**src/rtl/tmr_pkg.sv**
```systemverilog
package tmr_pkg;
    localparam int ADDR_W = 4;
    localparam int CTRL_W = 9;
    localparam int MAX_CH = 4;

    localparam logic [ADDR_W-1:0] A_CTRL = 4'd0;
    localparam logic [ADDR_W-1:0] A_CMD  = 4'd1;
    localparam logic [ADDR_W-1:0] A_CNT  = 4'd2;
    localparam logic [ADDR_W-1:0] A_PER  = 4'd3;
    localparam logic [ADDR_W-1:0] A_PERB = 4'd4;
    localparam logic [ADDR_W-1:0] A_CC0  = 4'd5;
    localparam logic [ADDR_W-1:0] A_CCB0 = 4'd9;
    localparam logic [ADDR_W-1:0] A_FLAG = 4'd13;

    typedef enum logic [1:0] {
        MODE_FREE = 2'd0,
        MODE_SS   = 2'd1,
        MODE_DS   = 2'd2,
        MODE_RSV  = 2'd3
    } tmr_mode_e;

    typedef enum logic [1:0] {
        CAP_OFF  = 2'd0,
        CAP_FREQ = 2'd1,
        CAP_PW   = 2'd2,
        CAP_RSV  = 2'd3
    } cap_mode_e;

    typedef struct packed {
        logic [MAX_CH-1:0] capen;
        cap_mode_e         cap;
        logic              down;
        tmr_mode_e         mode;
    } ctrl_t;

    localparam ctrl_t CTRL_RST = '{capen: 4'b0, cap: CAP_OFF, down: 1'b0, mode: MODE_FREE};
endpackage

```
**src/rtl/tmr_counter.sv**
```systemverilog
module tmr_counter
    import tmr_pkg::*;
#(
    parameter int W = 16
) (
    input  logic         clk,
    input  logic         rst_n,
    input  logic         srst,
    input  logic         restart,
    input  logic         evt_restart,
    input  logic         load,
    input  logic [W-1:0] load_val,
    input  logic         tick,
    input  tmr_mode_e    mode,
    input  logic         down_cfg,
    input  logic [W-1:0] per_eff,
    output logic [W-1:0] cnt_o,
    output logic [W-1:0] cnt_nxt_o,
    output logic         stepped_o,
    output logic         wrap_o
);
    localparam logic [W-1:0] ONE = W'(1);

    typedef struct packed {
        logic [W-1:0] cnt;
        logic         falling;
    } cnt_st_t;

    cnt_st_t s_d, s_q;
    logic    wrap_d, step_d;

    always_comb begin
        s_d    = s_q;
        wrap_d = 1'b0;
        step_d = 1'b0;
        if (srst || restart) begin
            s_d.cnt     = '0;
            s_d.falling = 1'b0;
        end else if (evt_restart) begin
            s_d.cnt     = tick ? ONE : '0;
            s_d.falling = 1'b0;
        end else if (load) begin
            s_d.cnt = load_val;
        end else if (tick) begin
            step_d = 1'b1;
            unique case (mode)
                MODE_DS: begin
                    if (!s_q.falling) begin
                        if (s_q.cnt >= per_eff) begin
                            s_d.falling = 1'b1;
                            s_d.cnt     = per_eff - ONE;
                        end else begin
                            s_d.cnt = s_q.cnt + ONE;
                        end
                    end else if (s_q.cnt == '0) begin
                        s_d.falling = 1'b0;
                        s_d.cnt     = ONE;
                        wrap_d      = 1'b1;
                    end else begin
                        s_d.cnt = s_q.cnt - ONE;
                    end
                end
                MODE_FREE: begin
                    if (down_cfg) begin
                        if (s_q.cnt == '0) begin
                            s_d.cnt = per_eff;
                            wrap_d  = 1'b1;
                        end else begin
                            s_d.cnt = s_q.cnt - ONE;
                        end
                    end else if (s_q.cnt >= per_eff) begin
                        s_d.cnt = '0;
                        wrap_d  = 1'b1;
                    end else begin
                        s_d.cnt = s_q.cnt + ONE;
                    end
                end
                default: begin
                    if (s_q.cnt >= per_eff) begin
                        s_d.cnt = '0;
                        wrap_d  = 1'b1;
                    end else begin
                        s_d.cnt = s_q.cnt + ONE;
                    end
                end
            endcase
        end
    end

    always_ff @(posedge clk or negedge rst_n) begin
        if (!rst_n) s_q <= '0;
        else        s_q <= s_d;
    end

    assign cnt_o     = s_q.cnt;
    assign cnt_nxt_o = s_d.cnt;
    assign stepped_o = step_d;
    assign wrap_o    = wrap_d;
endmodule

```
**src/rtl/tmr_channel.sv**
```systemverilog
module tmr_channel
    import tmr_pkg::*;
#(
    parameter int W = 16
) (
    input  logic         clk,
    input  logic         rst_n,
    input  logic         srst,
    input  logic         restart,
    input  logic         wr_buf,
    input  logic [W-1:0] wr_data,
    input  logic         upd,
    input  logic         cap_on,
    input  logic         cap_take,
    input  logic [W-1:0] cnt_q,
    input  logic [W-1:0] cnt_nxt,
    input  logic         stepped,
    input  tmr_mode_e    mode,
    input  logic         flag_clr,
    output logic [W-1:0] cc_o,
    output logic [W-1:0] buf_o,
    output logic         bv_o,
    output logic         wave_o,
    output logic         flag_o
);
    typedef struct packed {
        logic [W-1:0] cc;
        logic [W-1:0] shadow;
        logic         bv;
        logic         wave;
        logic         flag;
    } ch_st_t;

    ch_st_t       s_d, s_q;
    logic [W-1:0] cc_new;
    logic         xfer, match;

    always_comb begin
        s_d    = s_q;
        xfer   = upd && s_q.bv && !cap_on;
        cc_new = xfer ? s_q.shadow : s_q.cc;
        s_d.cc = cc_new;
        if (xfer) s_d.bv = 1'b0;

        if (cap_on && cap_take) begin
            s_d.shadow = cnt_q;
            s_d.bv     = 1'b1;
        end else if (wr_buf) begin
            s_d.shadow = wr_data;
            s_d.bv     = 1'b1;
        end

        match = stepped && !cap_on && (cnt_nxt == cc_new);

        if (flag_clr) s_d.flag = 1'b0;
        if (match || (cap_on && cap_take)) s_d.flag = 1'b1;

        if (mode == MODE_SS) begin
            if (match)                           s_d.wave = 1'b0;
            else if (stepped && cnt_nxt == '0)   s_d.wave = 1'b1;
        end else if (match) begin
            s_d.wave = ~s_q.wave;
        end

        if (restart) s_d.wave = 1'b0;
        if (srst)    s_d = '0;
    end

    always_ff @(posedge clk or negedge rst_n) begin
        if (!rst_n) s_q <= '0;
        else        s_q <= s_d;
    end

    assign cc_o   = s_q.cc;
    assign buf_o  = s_q.shadow;
    assign bv_o   = s_q.bv;
    assign wave_o = s_q.wave;
    assign flag_o = s_q.flag;
endmodule

```
**src/rtl/dbuf_timer.sv**
```systemverilog
module dbuf_timer
    import tmr_pkg::*;
#(
    parameter int W   = 16,
    parameter int NCH = 4
) (
    input  logic              clk,
    input  logic              rst_n,
    input  logic              tick,
    input  logic              cap_evt,
    input  logic              wr_en,
    input  logic [3:0]        wr_addr,
    input  logic [W-1:0]      wr_data,
    input  logic [3:0]        rd_addr,
    output logic [W-1:0]      rd_data,
    output logic [NCH-1:0]    wave_o,
    output logic              ovf_irq,
    output logic [NCH-1:0]    ch_irq
);
    localparam logic [W-1:0] PER_MIN  = W'(3);
    localparam logic [W-1:0] PER_INIT = '1;
    localparam int           FL_PBV   = 1 + MAX_CH;
    localparam int           FL_CBV   = FL_PBV + 1;

    typedef struct packed {
        ctrl_t        ctrl;
        logic [W-1:0] per;
        logic [W-1:0] perb;
        logic         perbv;
        logic         ovf;
        logic         evt;
    } top_st_t;

    top_st_t        s_d, s_q;
    logic           cmd_wr, srst, restart, cmd_upd, upd, flag_wr;
    logic           rise, fall, cap_any, evt_restart, cap_take, pwm;
    logic [W-1:0]   per_eff, cnt_w, cnt_nxt_w;
    logic           stepped, wrap;
    logic [W-1:0]   cc_w  [NCH];
    logic [W-1:0]   buf_w [NCH];
    logic [NCH-1:0] bv_w, flag_w;

    always_comb begin
        cmd_wr      = wr_en && (wr_addr == A_CMD);
        srst        = cmd_wr && wr_data[2];
        restart     = cmd_wr && wr_data[1];
        cmd_upd     = cmd_wr && wr_data[0];
        upd         = wrap || cmd_upd;
        flag_wr     = wr_en && (wr_addr == A_FLAG);
        rise        = cap_evt && !s_q.evt;
        fall        = !cap_evt && s_q.evt;
        cap_any     = (s_q.ctrl.cap == CAP_FREQ) || (s_q.ctrl.cap == CAP_PW);
        evt_restart = cap_any && rise;
        cap_take    = ((s_q.ctrl.cap == CAP_FREQ) && rise) ||
                      ((s_q.ctrl.cap == CAP_PW) && fall);
        pwm         = (s_q.ctrl.mode == MODE_SS) || (s_q.ctrl.mode == MODE_DS);
        per_eff     = (pwm && s_q.per < PER_MIN) ? PER_MIN : s_q.per;
    end

    always_comb begin
        s_d     = s_q;
        s_d.evt = cap_evt;
        if (upd && s_q.perbv) begin
            s_d.per   = s_q.perb;
            s_d.perbv = 1'b0;
        end
        if (wr_en && wr_addr == A_PER) begin
            s_d.perb  = wr_data;
            s_d.perbv = 1'b1;
        end
        if (wr_en && wr_addr == A_CTRL) s_d.ctrl = ctrl_t'(wr_data[CTRL_W-1:0]);
        if (flag_wr && wr_data[0]) s_d.ovf = 1'b0;
        if (wrap) s_d.ovf = 1'b1;
        if (srst) begin
            s_d.ctrl  = CTRL_RST;
            s_d.per   = PER_INIT;
            s_d.perb  = '0;
            s_d.perbv = 1'b0;
            s_d.ovf   = 1'b0;
        end
    end

    always_ff @(posedge clk or negedge rst_n) begin
        if (!rst_n) begin
            s_q.ctrl  <= CTRL_RST;
            s_q.per   <= PER_INIT;
            s_q.perb  <= '0;
            s_q.perbv <= 1'b0;
            s_q.ovf   <= 1'b0;
            s_q.evt   <= 1'b0;
        end else begin
            s_q <= s_d;
        end
    end

    tmr_counter #(.W(W)) u_cnt (
        .clk         (clk),
        .rst_n       (rst_n),
        .srst        (srst),
        .restart     (restart),
        .evt_restart (evt_restart),
        .load        (wr_en && wr_addr == A_CNT),
        .load_val    (wr_data),
        .tick        (tick),
        .mode        (s_q.ctrl.mode),
        .down_cfg    (s_q.ctrl.down),
        .per_eff     (per_eff),
        .cnt_o       (cnt_w),
        .cnt_nxt_o   (cnt_nxt_w),
        .stepped_o   (stepped),
        .wrap_o      (wrap)
    );

    for (genvar g = 0; g < NCH; g++) begin : g_ch
        tmr_channel #(.W(W)) u_ch (
            .clk      (clk),
            .rst_n    (rst_n),
            .srst     (srst),
            .restart  (restart),
            .wr_buf   (wr_en && wr_addr == A_CC0 + ADDR_W'(g)),
            .wr_data  (wr_data),
            .upd      (upd),
            .cap_on   (cap_any && s_q.ctrl.capen[g]),
            .cap_take (cap_take),
            .cnt_q    (cnt_w),
            .cnt_nxt  (cnt_nxt_w),
            .stepped  (stepped),
            .mode     (s_q.ctrl.mode),
            .flag_clr (flag_wr && wr_data[1+g]),
            .cc_o     (cc_w[g]),
            .buf_o    (buf_w[g]),
            .bv_o     (bv_w[g]),
            .wave_o   (wave_o[g]),
            .flag_o   (flag_w[g])
        );
    end

    always_comb begin
        rd_data = '0;
        case (rd_addr)
            A_CTRL: rd_data[CTRL_W-1:0] = s_q.ctrl;
            A_CNT:  rd_data = cnt_w;
            A_PER:  rd_data = s_q.per;
            A_PERB: rd_data = s_q.perb;
            A_FLAG: begin
                rd_data[0]      = s_q.ovf;
                rd_data[FL_PBV] = s_q.perbv;
                for (int i = 0; i < NCH; i++) begin
                    rd_data[1+i]      = flag_w[i];
                    rd_data[FL_CBV+i] = bv_w[i];
                end
            end
            default: ;
        endcase
        for (int i = 0; i < NCH; i++) begin
            if (rd_addr == A_CC0 + ADDR_W'(i))  rd_data = cc_w[i];
            if (rd_addr == A_CCB0 + ADDR_W'(i)) rd_data = buf_w[i];
        end
    end

    assign ovf_irq = s_q.ovf;
    assign ch_irq  = flag_w;
endmodule

```
**config.mk**
```make
export PLATFORM = sky130hd
export DESIGN_NAME = dbuf_timer
export DESIGN_NICKNAME = d
export VERILOG_FILES = /design/src/rtl/tmr_pkg.sv /design/src/rtl/tmr_counter.sv /design/src/rtl/tmr_channel.sv /design/src/rtl/dbuf_timer.sv
export SDC_FILE = /design/constraint.sdc
export NUM_CORES = 1
export LEC_CHECK = 0
export ABC_AREA = 1
export BUFFER_PORTS_ARGS = -buffer_cell sky130_fd_sc_hd__buf_2
export CAP_MARGIN = 10
export CELL_PAD_IN_SITES_DETAIL_PLACEMENT = 2
export CELL_PAD_IN_SITES_GLOBAL_PLACEMENT = 2
export CORE_MARGIN = 3
export CORE_UTILIZATION = 25
export DETAILED_ROUTE_END_ITERATION = 8
export PLACE_DENSITY_LB_ADDON = 0.08
export SLEW_MARGIN = 20
export SYNTH_ARGS = -nofsm -noshare
export SYNTH_HDL_FRONTEND = slang
export SYNTH_SLANG_ARGS = --single-unit
export TNS_END_PERCENT = 5
```
**constraint.sdc**
```tcl
create_clock -name clk -period 5.3 [get_ports clk]
set_clock_uncertainty 0.1 [all_clocks]
set_input_delay 0 -clock clk [delete_from_list [all_inputs] [get_ports clk]]
set_output_delay 0 -clock clk [all_outputs]
set_load 0.1 [all_outputs]
```
# Word level (Yosys, flattened, before mapping)
# Cells that the tools add are included.
totals:
  reg_bits: 201
  inputBits: 29
  out_inout_bits: 25
  wordCells: 262
op_classes:
  n_addsub: 3
  magnitude_cmp: 2
  n_eq_ne: 29
  muxes: 92
  bitwise: 4
  n_reduce_logical: 101
ops:
  columns: ["op", "n"]
  rows:
  - ["16-bit two-way mux", 20]
  - ["17-bit two-way mux", 13]
  - ["35-bit two-way mux", 4]
  - ["16-bit equality test", 4]
  - ["1-bit logical AND", 49]
  - ["1-bit two-way mux", 48]
  - ["4-bit nonzero test", 12]
  - ["9-bit one-hot mux with 5 select lines", 1]
  - ["43-bit two-way mux", 1]
  - ["3-bit nonzero test", 12]
  - ["4-bit equality test, second input constant", 8]
  - ["16-bit zero test", 2]
  - ["16-bit one-hot mux with 2 select lines", 1]
  - ["16-bit by 1-bit subtractor with 16-bit output, second input constant", 2]
  - ["4-bit by 3-bit equality test with 1-bit output, second input constant", 7]
  - ["6-bit one-hot mux with 3 select lines", 1]
  - ["16-bit by 1-bit adder with 16-bit output, second input constant", 1]
  - ["4-bit by 2-bit equality test with 1-bit output, second input constant", 4]
  - ["16-bit >= comparator", 1]
  - ["16-bit by 2-bit < comparator with 1-bit output, second input constant", 1]
  - ["1-bit logical OR", 9]
  - ["9-bit two-way mux", 1]
  - ["4-bit zero test", 2]
  - ["2-bit AND reduction", 4]
  - ["11 further kinds", 23]

# Depth between registers and ports, before layout
logic_depth:
  depth_word: 22
  ltp_mapped: 35
  ltp_nobuf: 34

# Modules after synthesis
# Synthesis repeated with hierarchy kept, for this count alone.
hier_totals:
  cells_unflattened: 2343
  hier_area_um2: 15132.0
modules_own_cells:
  columns: ["mod", "instances", "cells_per_inst", "area_per_inst_um2", "seq_area_each_um2"]
  rows:
  - ["tmr_channel", 4, 291, 2034.5, 875.8]
  - ["dbuf_timer", 1, 632, 3747.3, 1121.1]
  - ["tmr_counter", 1, 547, 3246.9, 425.4]

# Least setup slack after synthesis
# No wires, ideal clock.
synth_timing:
  path_kind: "flip-flop to flip-flop"
  from: "register s_q[35] (netlist bit)"
  to: "register g_ch[2].u_ch.s_q, in the netlist g_ch[2].u_ch.wave_o"
  setup_ns: 0.119
  t_arrival_ns: 3.195
  slack_ns: 1.886
  stages_incl_launch_ff: 32
  n_path_buf: 1
  synth_period_minus_slack_ns: 3.414
  path_cell_list: "dfrtp_1 > inv_1 > ha_1 > nand3_1 > nor2_1 > nand2_2 > nand2_2 > ha_1 > inv_1 > nand2_1 > o211ai_1 > inv_1 > nand2_1 > nand2_1 > nand2_1 > nand2_1 > nand2_4 > nand3_2 > nand2_1 > nand2_1 > nand2_4 > nand2_8 > nand2_4 > buf_6 > nand2_1 > o21ai_1 > xnor2_1 > nand2_1 > nor2_2 > nand3_2 > a21oi_1 > nor2_1"
synth_via:
  elab_chain_len: 22
  elab_cells_between_ends: 40
synth_lines:
  columns: ["element", "line", "source"]
  rows:
  - ["from (decl)", "dbuf_timer.sv:34", "top_st_t s_d, s_q;"]
  - ["2-bit by 1-bit equality test with 1-bit output / 2-bit equality test (equally long branches)", "tmr_channel.sv:58, dbuf_timer.sv:56, tmr_counter.sv:46", null]
  - ["1-bit logical OR", "dbuf_timer.sv:56", "pwm = (s_q.ctrl.mode == MODE_SS) || (s_q.ctrl.mode == MODE_DS);"]
  - ["1-bit logical AND", "dbuf_timer.sv:57", "per_eff = (pwm && s_q.per < PER_MIN) ? PER_MIN : s_q.per;"]
  - ["16-bit two-way mux", "dbuf_timer.sv:57", null]
  - ["16-bit >= comparator", "tmr_counter.sv:49, tmr_counter.sv:71, tmr_counter.sv:79", null]
  - ["1-bit two-way mux", "tmr_counter.sv:71, tmr_counter.sv:79", null]
  - ["1-bit two-way mux", "tmr_counter.sv:64", "if (down_cfg) begin"]
  - ["1-bit one-hot mux with 2 select lines", "tmr_counter.sv:46", "unique case (mode)"]
  - ["(+5 left out)", null, null]
  - ["1-bit logical AND (2 in series)", "tmr_channel.sv:40", "xfer = upd && s_q.bv && !cap_on;"]
  - ["16-bit two-way mux", "tmr_channel.sv:41", "cc_new = xfer ? s_q.shadow : s_q.cc;"]
  - ["16-bit equality test", "tmr_channel.sv:53", "match = stepped && !cap_on && (cnt_nxt == cc_new);"]
  - ["1-bit logical AND", "tmr_channel.sv:53", null]
  - ["1-bit two-way mux", "tmr_channel.sv:59", "if (match) s_d.wave = 1'b0;"]
  - ["1-bit two-way mux", "tmr_channel.sv:58", "if (mode == MODE_SS) begin"]
  - ["1-bit two-way mux", "tmr_channel.sv:65", "if (restart) s_d.wave = 1'b0;"]
  - ["35-bit two-way mux", "tmr_channel.sv:66", "if (srst) s_d = '0;"]
  - ["to (signal assigned)", "tmr_channel.sv:70", "if (!rst_n) s_q <= '0;"]
  - ["to (signal assigned)", "tmr_channel.sv:71", "else s_q <= s_d;"]
  - ["to (decl)", "tmr_channel.sv:34", "ch_st_t s_d, s_q;"]
# Several ways; a longest one is shown, not always the timed one. The select of a mux whose other input is x is not followed.
# A chain may end at the register's enable or synchronous reset.

# Worst setup path after layout
layout_timing:
  from: "register s_q[35] (netlist bit)"
  to: "register g_ch[3].u_ch.s_q, in the netlist g_ch[3].u_ch.wave_o"
layout_via:
  elab_chain_len: 22
  elab_cells_between_ends: 40
layout_lines:
  columns: ["element", "line"]
  rows:
  - ["2-bit by 1-bit equality test with 1-bit output / 2-bit equality test (equally long branches)", "tmr_channel.sv:58, dbuf_timer.sv:56, tmr_counter.sv:46"]
  - ["1-bit logical OR", "dbuf_timer.sv:56"]
  - ["1-bit logical AND", "dbuf_timer.sv:57"]
  - ["16-bit two-way mux", "dbuf_timer.sv:57"]
  - ["16-bit >= comparator", "tmr_counter.sv:49, tmr_counter.sv:71, tmr_counter.sv:79"]
  - ["1-bit two-way mux", "tmr_counter.sv:71, tmr_counter.sv:79"]
  - ["1-bit two-way mux", "tmr_counter.sv:64"]
  - ["1-bit one-hot mux with 2 select lines", "tmr_counter.sv:46"]
  - ["(+5 left out)", null]
  - ["1-bit logical AND (2 in series)", "tmr_channel.sv:40"]
  - ["16-bit two-way mux", "tmr_channel.sv:41"]
  - ["16-bit equality test", "tmr_channel.sv:53"]
  - ["1-bit logical AND", "tmr_channel.sv:53"]
  - ["1-bit two-way mux", "tmr_channel.sv:59"]
  - ["1-bit two-way mux", "tmr_channel.sv:58"]
  - ["1-bit two-way mux", "tmr_channel.sv:65"]
  - ["35-bit two-way mux", "tmr_channel.sv:66"]
  - ["to (signal assigned)", "tmr_channel.sv:70"]
  - ["to (signal assigned)", "tmr_channel.sv:71"]
  - ["to (decl)", "tmr_channel.sv:34"]
# Several ways; a longest one is shown, not always the timed one. The select of a mux whose other input is x is not followed.

==> results by group <==
Worst setup path
  • Register-to-Register Path Depth: 32
  • Crit path DAT: 5.35 ns
  • Biggest fanout along the worst timing path: 25
  • Crit-path leading delay family: simple AND/OR/NAND/NOR gates
  • Worst setup slack for register-to-register paths: 0.33 ns
  • Critical path endpoint category: flop
  • Critical Path Max Stage Delay: 0.35 ns
  • CP startpoint kind: flop
  • Crit-path slowest cell: sky130_fd_sc_hd__dfrtp_1
  • Launch instance of the worst register-to-register path: s_q[35]
  • Crit path buf inv count: 4
  • Critical Setup Path Class: reg2reg
  • Most common cell type on the critical path: sky130_fd_sc_hd__nand2_1
  • Reg-to-reg endpoint: g_ch[3].u_ch.wave_o
  • Endpoint required time on the critical path: 5.68 ns

Timing
  • Final number of max-transition violations: 0
  • Final hold vios: 29
  • Post-route worst hold slack: -0.0585 ns
  • Pin slew with the least headroom to its limit: 1.07 ns
  • Setup repair after global routing missed its margin: yes
  • Ratio of final minimum period to clock period: 93.7%
  • Total setup violations reported at the end of the flow: 0
  • Achievable clock frequency: 201 MHz
  • Post-layout minimum cycle time: 4.97 ns
  • Setup_tns: 0 ns
  • Max-slew headroom: 26.5%

Finish
  • Area growth from synthesis to final layout: 17.5%
  • Share of post-route cells with drive strength above 1: 12.2%
  • Antenna Diode Count: 0
  • Final nets: 2378

Yosys
  • Top FF cell, synth: sky130_fd_sc_hd__dfrtp_1
  • Gate count after technology mapping: 2248
  • Area fraction of the dominant cell type after synthesis: 31.4%
  • Dominant cells by area after synthesis: sky130_fd_sc_hd__dfrtp_1 31%, sky130_fd_sc_hd__nand2_1 14%, sky130_fd_sc_hd__o21ai_0 7.7%
  • Library cell with the highest instance count after synthesis: sky130_fd_sc_hd__nand2_1
  • Net count of the mapped netlist: 2300
  • Syn Area/Cell: 6.55 µm²
  • Cell Area, Synth: 14700 µm²
  • Distinct cells, synth: 51
  • Async set-or-reset flop fraction in the synthesized netlist: 100%
  • Commonest cells post-synth: 565 x sky130_fd_sc_hd__nand2_1, 285 x sky130_fd_sc_hd__inv_1, 229 x sky130_fd_sc_hd__nor2_1
  • Yosys warning total: 0
  • Sequential-to-total area share from yosys stat: 34.3%
  • Flip-flop and latch count after synthesis: 201
  • Post-synth EDFFs: 0
  • Yosys top cell by area: sky130_fd_sc_hd__dfrtp_1

Route
  • DR pass1 iterations: 5
  • Vias/cell: 5.37
  • Antenna viol nets, final: 0
  • Avg WL per Cell: 29.3 µm
  • Post-Route WL: 91000 µm
  • # DRC: 0
  • Detailed-route via count: 16699
  • Number of DRC markers in iteration 0: 1434

Power and ir drop
  • Static Leak: 8.51 nW
  • Maximum VDD drop: 0.000291 V
  • Power per cell area: 693 nW/µm²

Die
  • Placement Rows: 88
  • IO Pins: 54
  • Standard cell core area: 58000 µm²
  • Width of the chip: 249 µm
  • Initial core utilization: 25.4%
  • Die Footprint: 61900 µm²
  • Die height: 249 µm

GRT
  • Initial antenna violation count: 4
  • Via count of the first global-routing pass: 17814
  • Total global-route track usage: 29.0%
  • Wire length of the first global-routing pass: 132000 µm
  • Global route total overflow: 0
  • Pin count of the biggest net entering global routing: 153

Clock network
  • Clk_lat worst skew: 0.59 ns
  • Root buf cell: sky130_fd_sc_hd__clkbuf_16
  • Number of H-tree branching levels: 1
  • Number of clock buffers inserted by TritonCTS: 29
  • Max clock buf depth: 3
  • Clk pin slew, worst setup/hold paths: 0.06 ns
  • Number of sinks on the clock net: 201
  • Clock tree from TritonCTS: yes

Status
  • Violated checks: negative hold slack
  • Result of the run: finished, violations left

Placement
  • I/O Buffers: 53
  • Detailed Place HPWL: 69300 µm
  • GP Congestion: 0.892

Worst hold path
  • Worst hold-check path type: in2async

Run
  • Max-cap violations: 0
-- final cells by class --
class                      instances  area [µm²]
clock buffer                      43         868
timing repair buffer             159        1180
multi-input combinational       1615        8000
fill                            6928       40700
tap                              765         957
sequential                       201        5050
inverter                         320        1200
clock inverter                     7        46.3
-- power by group --
part           total, mW  internal [mW]  switching [mW]  leakage (nW)
clock               1.92           1.12           0.797         0.445
sequential          2.93           2.27           0.654          2.40
combinational       7.14           1.83            5.32          5.66
total               12.0           5.22            6.77          8.51
-- flip-flops by register name (all words and copies together), names as in the netlist --
| name | count |
|---|---|
| g_ch.u_ch.buf_o | 64 |
| g_ch.u_ch.cc_o | 64 |
| s_q | 43 |
| u_cnt.cnt_o | 16 |
| g_ch.u_ch.bv_o | 4 |
| g_ch.u_ch.flag_o | 4 |
| g_ch.u_ch.wave_o | 4 |
| ovf_irq | 1 |
| u_cnt.s_q | 1 |
-- worst register-to-register path, delay by kind of cell, from the launching register on --
kind                     cells  cell delay (ns)
AND/OR/NAND/NOR             25             3.18
flip-flops                   1             0.35
adder cells (fa/ha/maj)      2             0.54
AO/OA/AOI/OAI                1             0.17
buffers and inverters        4             0.53
-- cells by family after synthesis --
family,share of synthesized area (%)
AND/OR/NAND/NOR,30.2
buffers and inverters,11.9
AO/OA/AOI/OAI,20.3
XOR/XNOR,1.37
adder cells (fa/ha/maj),1.95
flip-flops,34.3
-- worst max-delay path by stage --
| stage | start | end | slack [ns] | cells after the start |
|---|---|---|---|---|
| after floorplan | s_q[35] | g_ch[2].u_ch.wave_o | 1.89 | 31 |
| after global placement | s_q[35] | g_ch[3].u_ch.wave_o | 0.05 | 34 |
| after detailed placement | s_q[35] | g_ch[3].u_ch.wave_o | 0.01 | 34 |
| after CTS | s_q[36] | g_ch[3].u_ch.wave_o | 0.009 | 34 |
| after global routing | s_q[35] | g_ch[0].u_ch.wave_o | -0.006 | 34 |
| final | s_q[35] | g_ch[3].u_ch.wave_o | 0.33 | 32 |
-- cell usage in the layout (no fill, tap or decap), types with 20 or more instances in the layout --
cell type,netlist,layout
sky130_fd_sc_hd__a21oi_1,107,107
sky130_fd_sc_hd__buf_2,9,52
sky130_fd_sc_hd__buf_4,14,73
sky130_fd_sc_hd__clkbuf_16,0,29
sky130_fd_sc_hd__dfrtp_1,185,185
sky130_fd_sc_hd__dlygate4sd3_1,0,29
sky130_fd_sc_hd__ha_1,23,23
sky130_fd_sc_hd__inv_1,285,285
sky130_fd_sc_hd__inv_2,29,29
sky130_fd_sc_hd__nand2_1,565,562
sky130_fd_sc_hd__nand2_2,17,20
sky130_fd_sc_hd__nand3_1,164,162
sky130_fd_sc_hd__nand4_1,24,24
sky130_fd_sc_hd__nor2_1,229,225
sky130_fd_sc_hd__o21ai_0,226,226
sky130_fd_sc_hd__o21ai_1,23,23
sky130_fd_sc_hd__o22ai_1,92,92
sky130_fd_sc_hd__xor2_1,21,21
-- metrics by stage --
stage / setup WS (ns) / utilization, % / power, mW / instances / area (µm²)
after floorplan: 1.89 / - / 7.08 / 2248 / 14700
after global placement: 0.0519 / 27.6 / 9.85 / 3031 / 16000
after detailed placement: 0.0109 / 27.7 / 9.97 / 3031 / 16000
after CTS: 0.00867 / 29.7 / 12.0 / 3110 / 17300
after global routing: -0.00640 / 29.8 / 12.9 / 3110 / 17300
final: 0.333 / 29.8 / 12.0 / 3110 / 17300
-- timing repair --
item / in CTS / in global routing
endpoints found under the hold margin: 130 / 0
gates resized for setup: 0 / 9
hold buffers: 29 / 0
setup buffers: 0 / 0
endpoints found under the setup margin: 0 / 5
-- layer usage --
layer / share of wire (%) / track usage [%]
met5: 0.030 / 0
met4: 5.4 / 12.7
met3: 4.5 / 3.63
met2: 46 / 47.9
met1: 44 / 38.0
No activity file was read; power rests on OpenSTA's default activity.
